[src/rtl/dcc_pkg.sv]
package dcc_pkg;

  typedef logic [3:0] bcd_t;

  typedef enum logic [1:0] {
    MODE_DECIMAL = 2'b00,
    MODE_ROUND5  = 2'b01,
    MODE_TEST    = 2'b10,
    MODE_ROUND8  = 2'b11
  } mode_e;

  localparam bcd_t BCD_MAX    = 4'd9;
  localparam bcd_t TAP_ROUND5 = 4'd4;
  localparam bcd_t TAP_ROUND8 = 4'd7;

  function automatic bcd_t bcd_inc(input bcd_t v);
    return (v >= BCD_MAX) ? 4'd0 : 4'(v + 4'd1);
  endfunction

endpackage

[src/rtl/dcc_edge_detect.sv]
module dcc_edge_detect #(
  parameter int SYNC_STAGES = 2
) (
  input  logic clk,
  input  logic rst,
  input  logic din,
  output logic rise
);
  localparam int W = SYNC_STAGES + 1;

  logic [W-1:0] sh;

  always_ff @(posedge clk) begin
    if (rst) sh <= '0;
    else     sh <= {sh[W-2:0], din};
  end

  assign rise = sh[W-2] & ~sh[W-1];

  AST_TICK_SINGLE: assert property (@(posedge clk) disable iff (rst)
    rise |=> !rise);

endmodule

[src/rtl/dcc_decade.sv]
module dcc_decade
  import dcc_pkg::*;
(
  input  logic clk,
  input  logic rst,
  input  logic en,
  output bcd_t value,
  output logic wrap
);

  always_ff @(posedge clk) begin
    if (rst)     value <= '0;
    else if (en) value <= bcd_inc(value);
  end

  assign wrap = en && (value == BCD_MAX);

  AST_BCD_RANGE: assert property (@(posedge clk) disable iff (rst)
    value <= BCD_MAX);
  AST_WRAP_TO_ZERO: assert property (@(posedge clk) disable iff (rst)
    wrap |=> value == 4'd0);
  AST_IDLE_HOLDS: assert property (@(posedge clk) disable iff (rst)
    !en |=> $stable(value));

endmodule

[src/rtl/dcc_first_carry.sv]
module dcc_first_carry
  import dcc_pkg::*;
(
  input  logic       tick,
  input  logic [1:0] mode,
  input  bcd_t       unit_val,
  output logic       carry
);

  always_comb begin
    unique case (mode_e'(mode))
      MODE_DECIMAL: carry = tick && (unit_val == BCD_MAX);
      MODE_ROUND5:  carry = tick && (unit_val == TAP_ROUND5);
      MODE_ROUND8:  carry = tick && (unit_val == TAP_ROUND8);
      MODE_TEST:    carry = tick;
      default:      carry = 1'b0;
    endcase
  end

  always_comb begin
    if (!tick) AST_NO_CARRY_IDLE: assert (!carry);
  end

endmodule

[src/rtl/decade_chain_counter.sv]
module decade_chain_counter
  import dcc_pkg::*;
#(
  parameter int              NDIG        = 5,
  parameter int              SYNC_STAGES = 2,
  parameter logic [NDIG-1:0] TEST_DIRECT = 5'b01011
) (
  input  logic              clk,
  input  logic              rst,
  input  logic              count_in,
  input  logic [1:0]        mode,
  output logic [4*NDIG-1:0] digits,
  output logic              carry_out,
  output logic              first_valid
);

  logic tick;
  logic first_carry;
  logic is_test;
  logic last_wrap;

  assign is_test = (mode_e'(mode) == MODE_TEST);

  dcc_edge_detect #(.SYNC_STAGES(SYNC_STAGES)) u_edge (
    .clk  (clk),
    .rst  (rst),
    .din  (count_in),
    .rise (tick)
  );

  for (genvar k = 0; k < NDIG; k++) begin : g_stage
    logic en_k;
    logic wrap_k;
    bcd_t val_k;

    if (k == 0) begin : g_units
      assign en_k = tick;
    end else if (k == 1) begin : g_second
      assign en_k = (is_test && TEST_DIRECT[k]) ? tick : first_carry;
    end else begin : g_upper
      assign en_k = (is_test && TEST_DIRECT[k]) ? tick : g_stage[k-1].wrap_k;
    end

    dcc_decade u_dec (
      .clk   (clk),
      .rst   (rst),
      .en    (en_k),
      .value (val_k),
      .wrap  (wrap_k)
    );

    assign digits[4*k +: 4] = val_k;
  end

  dcc_first_carry u_route (
    .tick     (tick),
    .mode     (mode),
    .unit_val (g_stage[0].val_k),
    .carry    (first_carry)
  );

  assign last_wrap = g_stage[NDIG-1].wrap_k;

  always_ff @(posedge clk) begin
    if (rst)       carry_out <= 1'b1;
    else if (tick) carry_out <= last_wrap;
  end

  always_ff @(posedge clk) begin
    if (rst) first_valid <= ~mode[0];
    else     first_valid <= ~mode[0];
  end

  AST_RESET_CLEARS: assert property (@(posedge clk)
    rst |=> (digits == '0) && carry_out);
  AST_NO_TICK_HOLD: assert property (@(posedge clk) disable iff (rst)
    !tick |=> $stable(digits));
  AST_CARRY_SET: assert property (@(posedge clk) disable iff (rst)
    (tick && last_wrap) |=> carry_out);
  AST_CARRY_CLEAR: assert property (@(posedge clk) disable iff (rst)
    (tick && !last_wrap) |=> !carry_out);
  AST_CARRY_HOLD: assert property (@(posedge clk) disable iff (rst)
    !tick |=> $stable(carry_out));
  AST_FLAG_MASKED: assert property (@(posedge clk) disable iff (rst)
    mode[0] |=> !first_valid);
  AST_FLAG_SHOWN: assert property (@(posedge clk) disable iff (rst)
    !mode[0] |=> first_valid);

endmodule

[config.mk]
export PLATFORM = sky130hd
export DESIGN_NAME = decade_chain_counter
export DESIGN_NICKNAME = d
export VERILOG_FILES = /design/src/rtl/dcc_pkg.sv /design/src/rtl/dcc_edge_detect.sv /design/src/rtl/dcc_decade.sv /design/src/rtl/dcc_first_carry.sv /design/src/rtl/decade_chain_counter.sv
export SDC_FILE = /design/constraint.sdc
export NUM_CORES = 1
export LEC_CHECK = 0
export ABC_AREA = 1
export CORE_UTILIZATION = 30
export CTS_BUF_LIST = sky130_fd_sc_hd__clkbuf_16
export CTS_CLUSTER_DIAMETER = 80
export DETAILED_ROUTE_END_ITERATION = 8
export PLACE_DENSITY = 0.62
export SLEW_MARGIN = 15
export SYNTH_ARGS = -nofsm -noshare
export SYNTH_HDL_FRONTEND = slang
export SYNTH_HIERARCHICAL = 1
export SYNTH_SLANG_ARGS = --single-unit
export TNS_END_PERCENT = 5
[constraint.sdc]
create_clock -name clk -period 5.7 [get_ports clk]
set_input_delay 0.57 -clock clk [delete_from_list [all_inputs] [get_ports clk]]
set_output_delay 0.57 -clock clk [all_outputs]
set_load 0.02 [all_outputs]
======== Yosys cells after proc, flatten, opt, wreduce, memory -nomap -nowiden ========
Index checks and enable logic that the tools add are counted.
word-level totals
  register bits ........................... 25
  input port bits ......................... 5
  output and inout port bits .............. 22
  logic and storage cells ................. 47
cells by class
  add/subtract/negate cells ............... 5
  order comparisons ....................... 5
  eq/ne operators ......................... 10
  mux-type cells .......................... 8
  bitwise operators ....................... 3
  reductions and logical operators ........ 8
operator list
  operator             count
  $add 4x1->4 const B  5
  $eq 4x4->1 const B   5
  $ge 4x4->1 const B   5
  $mux 4               5
  $eq 4x3->1 const B   2
  $logic_and 1x1->1    7
  $eq 2x2->1 const B   2
  $pmux 1 s3           1
  $eq 2x1->1 const B   1
  $logic_not 2->1      1
  $mux 1               2
  $not 1->1            2
  $and 1x1->1          1

======== Depth between registers and ports, before layout ========
Gate-level depths: netlist (run 1).
  depth after elaboration ................. 10
  gate-level depth with buffers ........... 21
  gate-level depth less buffers ........... 21

======== Modules after synthesis ========
Netlist (run 1), hierarchy kept.
by module, submodules not included
  module                times used  cells each  area each (sq um)  sequential area each (sq um)
  dcc_decade            5           34          240.2              80.1
  decade_chain_counter  1           13          88.8               40.0
  dcc_edge_detect       1           10          86.3               60.1
  dcc_first_carry       1           15          61.3               0.0

======== Worst setup path after synthesis (run 1) ========
Ideal clock, no wire load.
  kind .................................... reg2reg
  from .................................... register g_stage[0].u_dec.value[0]
  to ...................................... register carry_out
  setup time .............................. 0.063 ns
  arrival time ............................ 3.326 ns
  data required time ...................... 5.637 ns
  path slack .............................. 2.311 ns
  stages on the path, launching flop included .. 21
  path buffers ............................ 0
  period minus slack after synthesis ...... 3.389 ns
  cell sequence ........................... dfxtp_1 -> inv_1 -> nand2_1 -> nand2_1 -> nand2_1 -> nand3_1 -> nor2_1 -> nand2_1 -> nand2_1 -> nand2_1 -> nor3b_1 -> nand2_1 -> nor3b_1 -> nand2_1 -> nand2_1 -> nand2_1 -> nor3b_1 -> nand2_1 -> nor3b_1 -> nand2_1 -> nand3b_1
between the ends
  cells in the longest elaborated chain, start to end .. 9
  elaborated cells between the ends (all ways) .. 13
  those cells by class .................... eq/ne: 3; mux: 3; reduce/logical: 7
RTL lines
  element                                      line                        source
  start, declared                              dcc_decade.sv:7             output bcd_t value,
  start signal, assigned                       dcc_decade.sv:13            else if (en) value <= bcd_inc(value);
  $eq 4x3->1, or another cell as far along     dcc_first_carry.sv:14       MODE_ROUND8: carry = tick && (unit_val == TAP_ROUND8);
  $logic_and 1x1->1, on equally long branches  n/a
  $pmux 1 s3 (*)                               dcc_first_carry.sv:11       unique case (mode_e'(mode))
  named net first_carry                        decade_chain_counter.sv:18  logic first_carry;
  $mux 1 (*)                                   decade_chain_counter.sv:39  assign en_k = (is_test && TEST_DIRECT[k]) ? tick : first_carry;
  named net g_stage[1].en_k                    decade_chain_counter.sv:32  logic en_k;
  $logic_and 1x1->1 (*)                        dcc_decade.sv:16            assign wrap = en && (value == BCD_MAX);
  named net g_stage[1].wrap_k                  decade_chain_counter.sv:33  logic wrap_k;
  $logic_and 1x1->1 (*)                        dcc_decade.sv:16
  named net g_stage[2].wrap_k                  decade_chain_counter.sv:33
  $mux 1 (*)                                   decade_chain_counter.sv:41  assign en_k = (is_test && TEST_DIRECT[k]) ? tick : g_stage[k-1].wrap_k;
  named net g_stage[3].en_k                    decade_chain_counter.sv:32
  $logic_and 1x1->1 (*)                        dcc_decade.sv:16
  named net g_stage[3].wrap_k                  decade_chain_counter.sv:33
  $logic_and 1x1->1 (*)                        dcc_decade.sv:16
  named net g_stage[4].wrap_k                  decade_chain_counter.sv:33
  end signal, assigned                         decade_chain_counter.sv:66  else if (tick) carry_out <= last_wrap;
  end, declared                                decade_chain_counter.sv:13  output logic carry_out,
Mark *: on every way through the listed nets, which the timed path passes. The rest lies on a longest branch.
A chain may end at the register's enable or synchronous reset.

======== Final worst setup path (run 1) ========
  from .................................... input mode[1]
  to ...................................... register carry_out
between the ends
  cells in the longest elaborated chain, start to end .. 8
  elaborated cells between the ends (all ways) .. 11
  those cells by class .................... eq/ne: 3; mux: 3; reduce/logical: 5
RTL lines
  element                                   line                        source
  start, declared                           decade_chain_counter.sv:11  input logic [1:0] mode,
  $eq 2x2->1, or another cell as far along  dcc_first_carry.sv:11
  $pmux 1 s3 (*)                            dcc_first_carry.sv:11
  named net first_carry                     decade_chain_counter.sv:18
  $mux 1 (*)                                decade_chain_counter.sv:39
  named net g_stage[1].en_k                 decade_chain_counter.sv:32
  $logic_and 1x1->1 (*)                     dcc_decade.sv:16
  named net g_stage[1].wrap_k               decade_chain_counter.sv:33
  $logic_and 1x1->1 (*)                     dcc_decade.sv:16
  named net g_stage[2].wrap_k               decade_chain_counter.sv:33
  $mux 1 (*)                                decade_chain_counter.sv:41
  named net g_stage[3].en_k                 decade_chain_counter.sv:32
  $logic_and 1x1->1 (*)                     dcc_decade.sv:16
  named net g_stage[3].wrap_k               decade_chain_counter.sv:33
  $logic_and 1x1->1 (*)                     dcc_decade.sv:16
  named net g_stage[4].wrap_k               decade_chain_counter.sv:33
Marked as above.

==> results of run 1 <==
final timing paths:
kind,from,endpoint,slack (ns),cells after the start
max,mode[1],carry_out$_SDFFE_PP1P_,1.61,19
min,u_edge/sh[0]$_SDFF_PP0_,u_edge/sh[1]$_SDFF_PP0_,0.40,2
max reg2reg,u_edge/sh[1]$_SDFF_PP0_,carry_out$_SDFFE_PP1P_,1.64,16
min reg2reg,u_edge/sh[0]$_SDFF_PP0_,u_edge/sh[1]$_SDFF_PP0_,0.40,2
metal layers:
metal	up-vias	part of all wire (%)
li1	673	-
met1	525	48
met2	27	44
met3	5	6.0
met4	0	2.3
met5	-	0
power by group through the flow:
stage | registers [mW] | logic [mW] | clock network [mW]
2_1_floorplan | 0.188 | 0.0155 | 0
3_3_place_gp | 0.186 | 0.0302 | 0
3_5_place_dp | 0.186 | 0.0305 | 0
5_1_grt | 0.182 | 0.0346 | 0.166
4_1_cts | 0.182 | 0.0307 | 0.164
6_report | 0.182 | 0.0303 | 0.156
flip-flops by register name, summed over array words and instances, names as in the netlist:
register             cells
g_stage.u_dec/value     20
u_edge/sh                3
carry_out                1
first_valid              1
critical path, stage by stage:
cell and delay [ns]:
clkdlybuf4s50_1 0.56, nor2_1 0.07, nand2_1 0.06, nand3_1 0.07, nor2_1 0.12, nand2_1 0.06
nand2_1 0.17, nand2_1 0.11, nor3b_1 0.60, nand2_1 0.17, nor3b_1 0.22, nand2_1 0.07
nand2_1 0.19, nand2_1 0.11, nor3b_1 0.59, nand2_1 0.16, nor3b_1 0.22, nand2_1 0.07
nand3b_1 0.10
area by class of cell:
class                      count  area (um2)
tap                           52       65.06
timing repair buffer          26       260.3
sequential                    25       500.5
clock buffer                   3       75.07
clock inverter                 1       3.754
fill                         479        2640
multi-input combinational    143       783.3
inverter                      39       146.4
metrics by stage:
step	cell area, um2	hold slack (ns)	total power [mW]	setup WS, ns	cells
after floorplan	1430	0.3883	0.2036	2.311	207
after global placement	1755	0.3910	0.2160	1.545	285
after detailed placement	1755	0.3946	0.2164	1.329	285
after CTS	1834	0.4028	0.3761	1.593	289
after global routing	1834	0.4279	0.3831	1.025	289
final	1834	0.3985	0.3678	1.614	289
==> impl_results.md, run 1 <==
* Post-Syn Nets at 227
* # Post-CTS Setup Buffers at 0
* Crit. End Element: flip-flop
* M2 GR Usage at 19.23%
* Starting density of the core at 31.96%
* Part of the cycle the worst path needs at 71.68%
* CP arrival at 4.29 ns
* Vias in the first global route at 1136
* First-pass GRT wire length at 4692 um
* Later-pin clock latency in the skew report at 0.26 ns
* Hpwl dp at 1949 um
* Met3 Resource Use GR at 3.704%
* Grt met1 use at 14.04%
* Seq pwr share at 49.4%
* Num CTS Buffers at 3
* Avg Cell Area, Syn at 6.909 um2
* Synthesis Warnings at 6
* Synth Instances at 207
* Ports at 27
* GRT overflow at 0
* Commonest non-fill, non-tap cell in the layout: nand2_1
* Hold buffer count at CTS at 0
* Pint at 0.2855 mW
* GP Congestion at 0.7885
* Comb pwr share at 8.2%
* Via count at 1230
* Failing checks: design-rule violations
* DR iter-0 viols at 41
* Worst relative slew slack at 52.01%
* Pleak at 0.7671 nW
* Most frequent cells in the layout: 50 x nand2_1, 39 x inv_1, 37 x nor2_1, 26 x clkdlybuf4s50_1, 25 x dfxtp_1
* Final wirelength at 2602 um
* Antenna violations before repair at 0
* Worst-Margin Slew at 0.7182 ns
* # diodes at 0
* Die width at 71.05 um
* Worst-path clk slew at 0.06 ns
* Fraction of final layout cells with drive strength greater than 1 at 6.329%
* WL per Instance at 9.003 um
* Max-slew violations at 0
* TNS Setup at 0 ns
* Grt peak-use layer: met2
* Pwr/cell area at 200.5 nW/um2
* Hold Path Class: flip-flop to flip-flop
* Critical path startpoint category: input pin
* Post-synthesis cell area at 1430 um2
* H-tree level count at 1
* CTS sink count at 25
* Clock Path Buffers at 2
* Vias/cell at 4.256
* Num rows at 24
* DRT antenna net count at 0
* Finish-stage setup viols at 0
* Die span in y at 71.05 um
* Min Tclk post-route at 4.086 ns
* Net Sw Frac at 22.38%
* IO buf count at 26
* Outcome: finished with violations
* Fmax at 244.8 MHz
* Fin Clk Skew at 0.002876 ns
* Fin. Hold Viols at 0
* Worst Path Required at 5.90 ns
* CTS tree: built
* First-pass detailed-route iteration total at 7
* # Max-Cap Violations at 0
* Post-CTS sizing at 0
* Core area at 4474 um2
* Peak supply drop at 131.2 uV
* Switching power at 0.08233 mW
* Fin nets at 258
* DRC Markers at 2
* Root buf cell: clkbuf_16
* DIE AREA at 5047 um2
* GR Util All Layers at 11.81%
* RSZ-0062 raised after global routing: no
* Post-layout util at 41.00%
* Area growth, synth to finish at 28.26%
* Clk pwr share at 42.3%
* Pin count of the biggest net entering global routing at 14
* CP max FO at 6
* Critical path class: input pin to flip-flop
No activity file was read; power rests on OpenSTA's default activity.
==> inputs of run 2 (changes only) <==
==> constraint.sdc (replaced) <==
create_clock -name clk -period 4 [get_ports clk]
set_input_delay 0.4 -clock clk [delete_from_list [all_inputs] [get_ports clk]]
set_output_delay 0.4 -clock clk [all_outputs]
set_load 0.02 [all_outputs]
==> run 2 against run 1 <==
Net effect: the run still ends with design-rule violations left; largest cell class unchanged; critical endpoint unchanged; sequential power is 42% higher; global-route usage is 0.24 points higher; count of clock-buffer cells in the layout stayed put; first-iteration DRC count is 2.4% lower; die area stayed put; cell area is 1.2% higher.
==> impl_results.md, run 2 (synthesis results as in run 1) <==
* Outcome: finished with violations (unchanged)
* Failing checks: design-rule violations (unchanged)
* Comb pwr share at 8.4% (was 8.2%)
* RSZ-0062 raised after global routing: no (unchanged)
* Critical path class: input pin to flip-flop (unchanged)
* Crit. End Element: flip-flop (unchanged)
* Starting density of the core at 31.96% (unchanged)
* Via count at 1241 (was 1230)
* Die span in y at 71.05 um (unchanged)
* Later-pin clock latency in the skew report at 0.26 ns (about the same)
* Max-slew violations at 0 (unchanged)
* CTS sink count at 25 (unchanged)
* Critical path startpoint category: input pin (unchanged)
* Peak supply drop at 128.6 uV (was 131.2 uV)
* Pin count of the biggest net entering global routing at 14 (unchanged)
* Hold WS at 0.4072 ns (was 0.3985 ns)
* Part of the cycle the worst path needs at 77.64%
* # Max-Cap Violations at 0 (unchanged)
* Placed cell count at 288 (was 285)
* Worst-path clk slew at 0.06 ns (about the same)
* Post-CTS sizing at 0 (unchanged)
* Num rows at 24 (unchanged)
* Die width at 71.05 um (unchanged)
* Most frequent cells in the layout: 50 x nand2_1, 39 x inv_1, 37 x nor2_1, 26 x clkdlybuf4s50_1, 25 x dfxtp_1 (unchanged)
* Crit. Startpoint: mode[1] (unchanged)
* Fin Clk Skew at 0.002344 ns (was 0.002876 ns)
* First-pass GRT wire length at 4774 um (was 4692 um)
* Worst-Margin Slew at 0.3659 ns (was 0.7182 ns)
* CP arrival at 3.31 ns (was 4.29 ns)
* Pwr/cell area at 280.0 nW/um2 (was 200.5 nW/um2)
* Pint at 0.4072 mW (was 0.2855 mW)
* DIE AREA at 5047 um2 (unchanged)
* Hold Path Class: flip-flop to flip-flop (unchanged)
* Seq pwr share at 49.8% (was 49.4%)
* Hpwl dp at 1974 um (was 1949 um)
* Hold_sp: u_edge/sh[0]$_SDFF_PP0_ (unchanged)
* Post-Layout Cell Count at 292 (was 289)
* Fin. Hold Viols at 0 (unchanged)
* Max FFs per register at 20 (unchanged)
* IO buf count at 26 (unchanged)
* Regs by FF count: g_stage.u_dec/value: 20 flops, u_edge/sh: 3 flops (unchanged)
* Reg2Reg Depth at 22 (was 16)
* Min Tclk post-route at 3.106 ns
* Metal-1 WL at 1382 um (was 1242 um)
* Crit path setup slack, layout at 0.8944 ns (was 1.614 ns)
* Num CTS Buffers at 3 (unchanged)
* Pleak at 0.7833 nW (was 0.7671 nW)
* Area growth, synth to finish at 29.83% (was 28.26%)
* Hold buffer count at CTS at 0 (unchanged)
* Post-Place Setup Slack at 0.6393 ns (was 1.329 ns)
* GR Util All Layers at 12.05% (was 11.81%)
* H-tree level count at 1 (unchanged)
* Hold depth at 2 (unchanged)
* Clk pwr share at 41.8% (was 42.3%)
* Root buf cell: clkbuf_16 (unchanged)
* Fraction of final layout cells with drive strength greater than 1 at 7.500% (was 6.329%)
* Vias/cell at 4.250 (was 4.256)
* Worst Path Required at 4.20 ns (was 5.90 ns)
* Worst relative slew slack at 75.57% (was 52.01%)
* R2r startpoint: g_stage[0].u_dec/value[0]$_SDFFE_PP0P_ (was u_edge/sh[1]$_SDFF_PP0_)
* DR iter-0 viols at 40 (was 41)
* R2R setup slack at 0.97 ns (was 1.64 ns)
* # diodes at 0 (unchanged)
* DRT antenna net count at 0 (unchanged)
* Largest Register: g_stage.u_dec/value (unchanged)
* Uppermost routed layer: met4 (unchanged)
* Routed wl met3 at 117 um (was 156 um)
* Net Sw Frac at 21.70% (was 22.38%)
* DRC Markers at 2 (unchanged)
* Fin nets at 261 (was 258)
* Ports at 27 (unchanged)
* Vias in the first global route at 1094 (was 1136)
* Switching power at 0.1128 mW (was 0.08233 mW)
* # Post-CTS Setup Buffers at 0 (unchanged)
* Finish-stage setup viols at 0 (unchanged)
* CTS tree: built (unchanged)
* Final wirelength at 2652 um (was 2602 um)
* CP max FO at 6 (unchanged)
* TNS Setup at 0 ns (unchanged)
* Fmax at 322.0 MHz
* Met2 wire length at 1097 um (was 1141 um)
* WL per Instance at 9.082 um (was 9.003 um)
* Commonest non-fill, non-tap cell in the layout: nand2_1 (unchanged)
* GP Congestion at 0.7866 (was 0.7885)
* Core area at 4474 um2 (unchanged)
* GRT overflow at 0 (unchanged)
* Clock Path Buffers at 2 (unchanged)
* First-pass detailed-route iteration total at 6 (was 7)
* Antenna violations before repair at 0 (unchanged)
-- run 2: changes by cell type in the layout (fill, tap and decap cells not counted), sizes merged --
cell	before	now
buf	0	3
-- run 2: per-stage QoR --
| step | cell area [um2] | total power [mW] | util, % |
|---|---|---|---|
| floorplan | 1430 | 0.2901 | - |
| global placement | 1778 | 0.3086 | 39.74 |
| detailed placement | 1778 | 0.3089 | 39.74 |
| CTS | 1857 | 0.5316 | 41.50 |
| global route | 1857 | 0.5490 | 41.50 |
| finish | 1857 | 0.5200 | 41.50 |
-- run 2: layout make-up --
class                   count  area (um2)
well taps                  52       65.06
clock buffers               3       75.07
flip-flops and latches     25       500.5
repair buffers             29       282.8
inverters                  39       146.4
clock inverters             1       3.754
multi-input cells         143       783.3
fillers                   467        2618
-- run 2: final timing paths --
| check | end |
|---|---|
| max | carry_out$_SDFFE_PP1P_ |
| min | u_edge/sh[1]$_SDFF_PP0_ |
| max reg2reg | carry_out$_SDFFE_PP1P_ |
| min reg2reg | u_edge/sh[1]$_SDFF_PP0_ |
-- run 2: per-layer routing --
layer  GRT usage (%)  up-vias
met5               0        -
met4           6.000        0
met3           3.134        5
met2           18.70       22
met1           15.51      533
li1                -      681
-- run 2: power groups by stage --
| stage | sequential [mW] | clock [mW] | combinational (mW) |
|---|---|---|---|
| after floorplan | 0.268 | 0 | 0.0221 |
| after global placement | 0.265 | 0 | 0.0438 |
| after detailed placement | 0.265 | 0 | 0.0440 |
| after CTS | 0.259 | 0.228 | 0.0444 |
| after global routing | 0.260 | 0.239 | 0.0503 |
| final | 0.259 | 0.217 | 0.0437 |
-- run 2: worst max-delay path: stages --
cell,delay [ns]
clkdlybuf4s50_1,0.49
o21ai_0,0.19
a21oi_1,0.08
nor2_1,0.10
nand2_1,0.05
nand2_1,0.16
nand2_1,0.10
nor3b_1,0.19
buf_4,0.17
nand2_1,0.07
nor3b_1,0.18
nand2_1,0.07
nand2_1,0.18
nand2_1,0.10
nor3b_1,0.18
buf_4,0.17
nand2_1,0.07
nor3b_1,0.19
nand2_1,0.07
nand3b_1,0.07
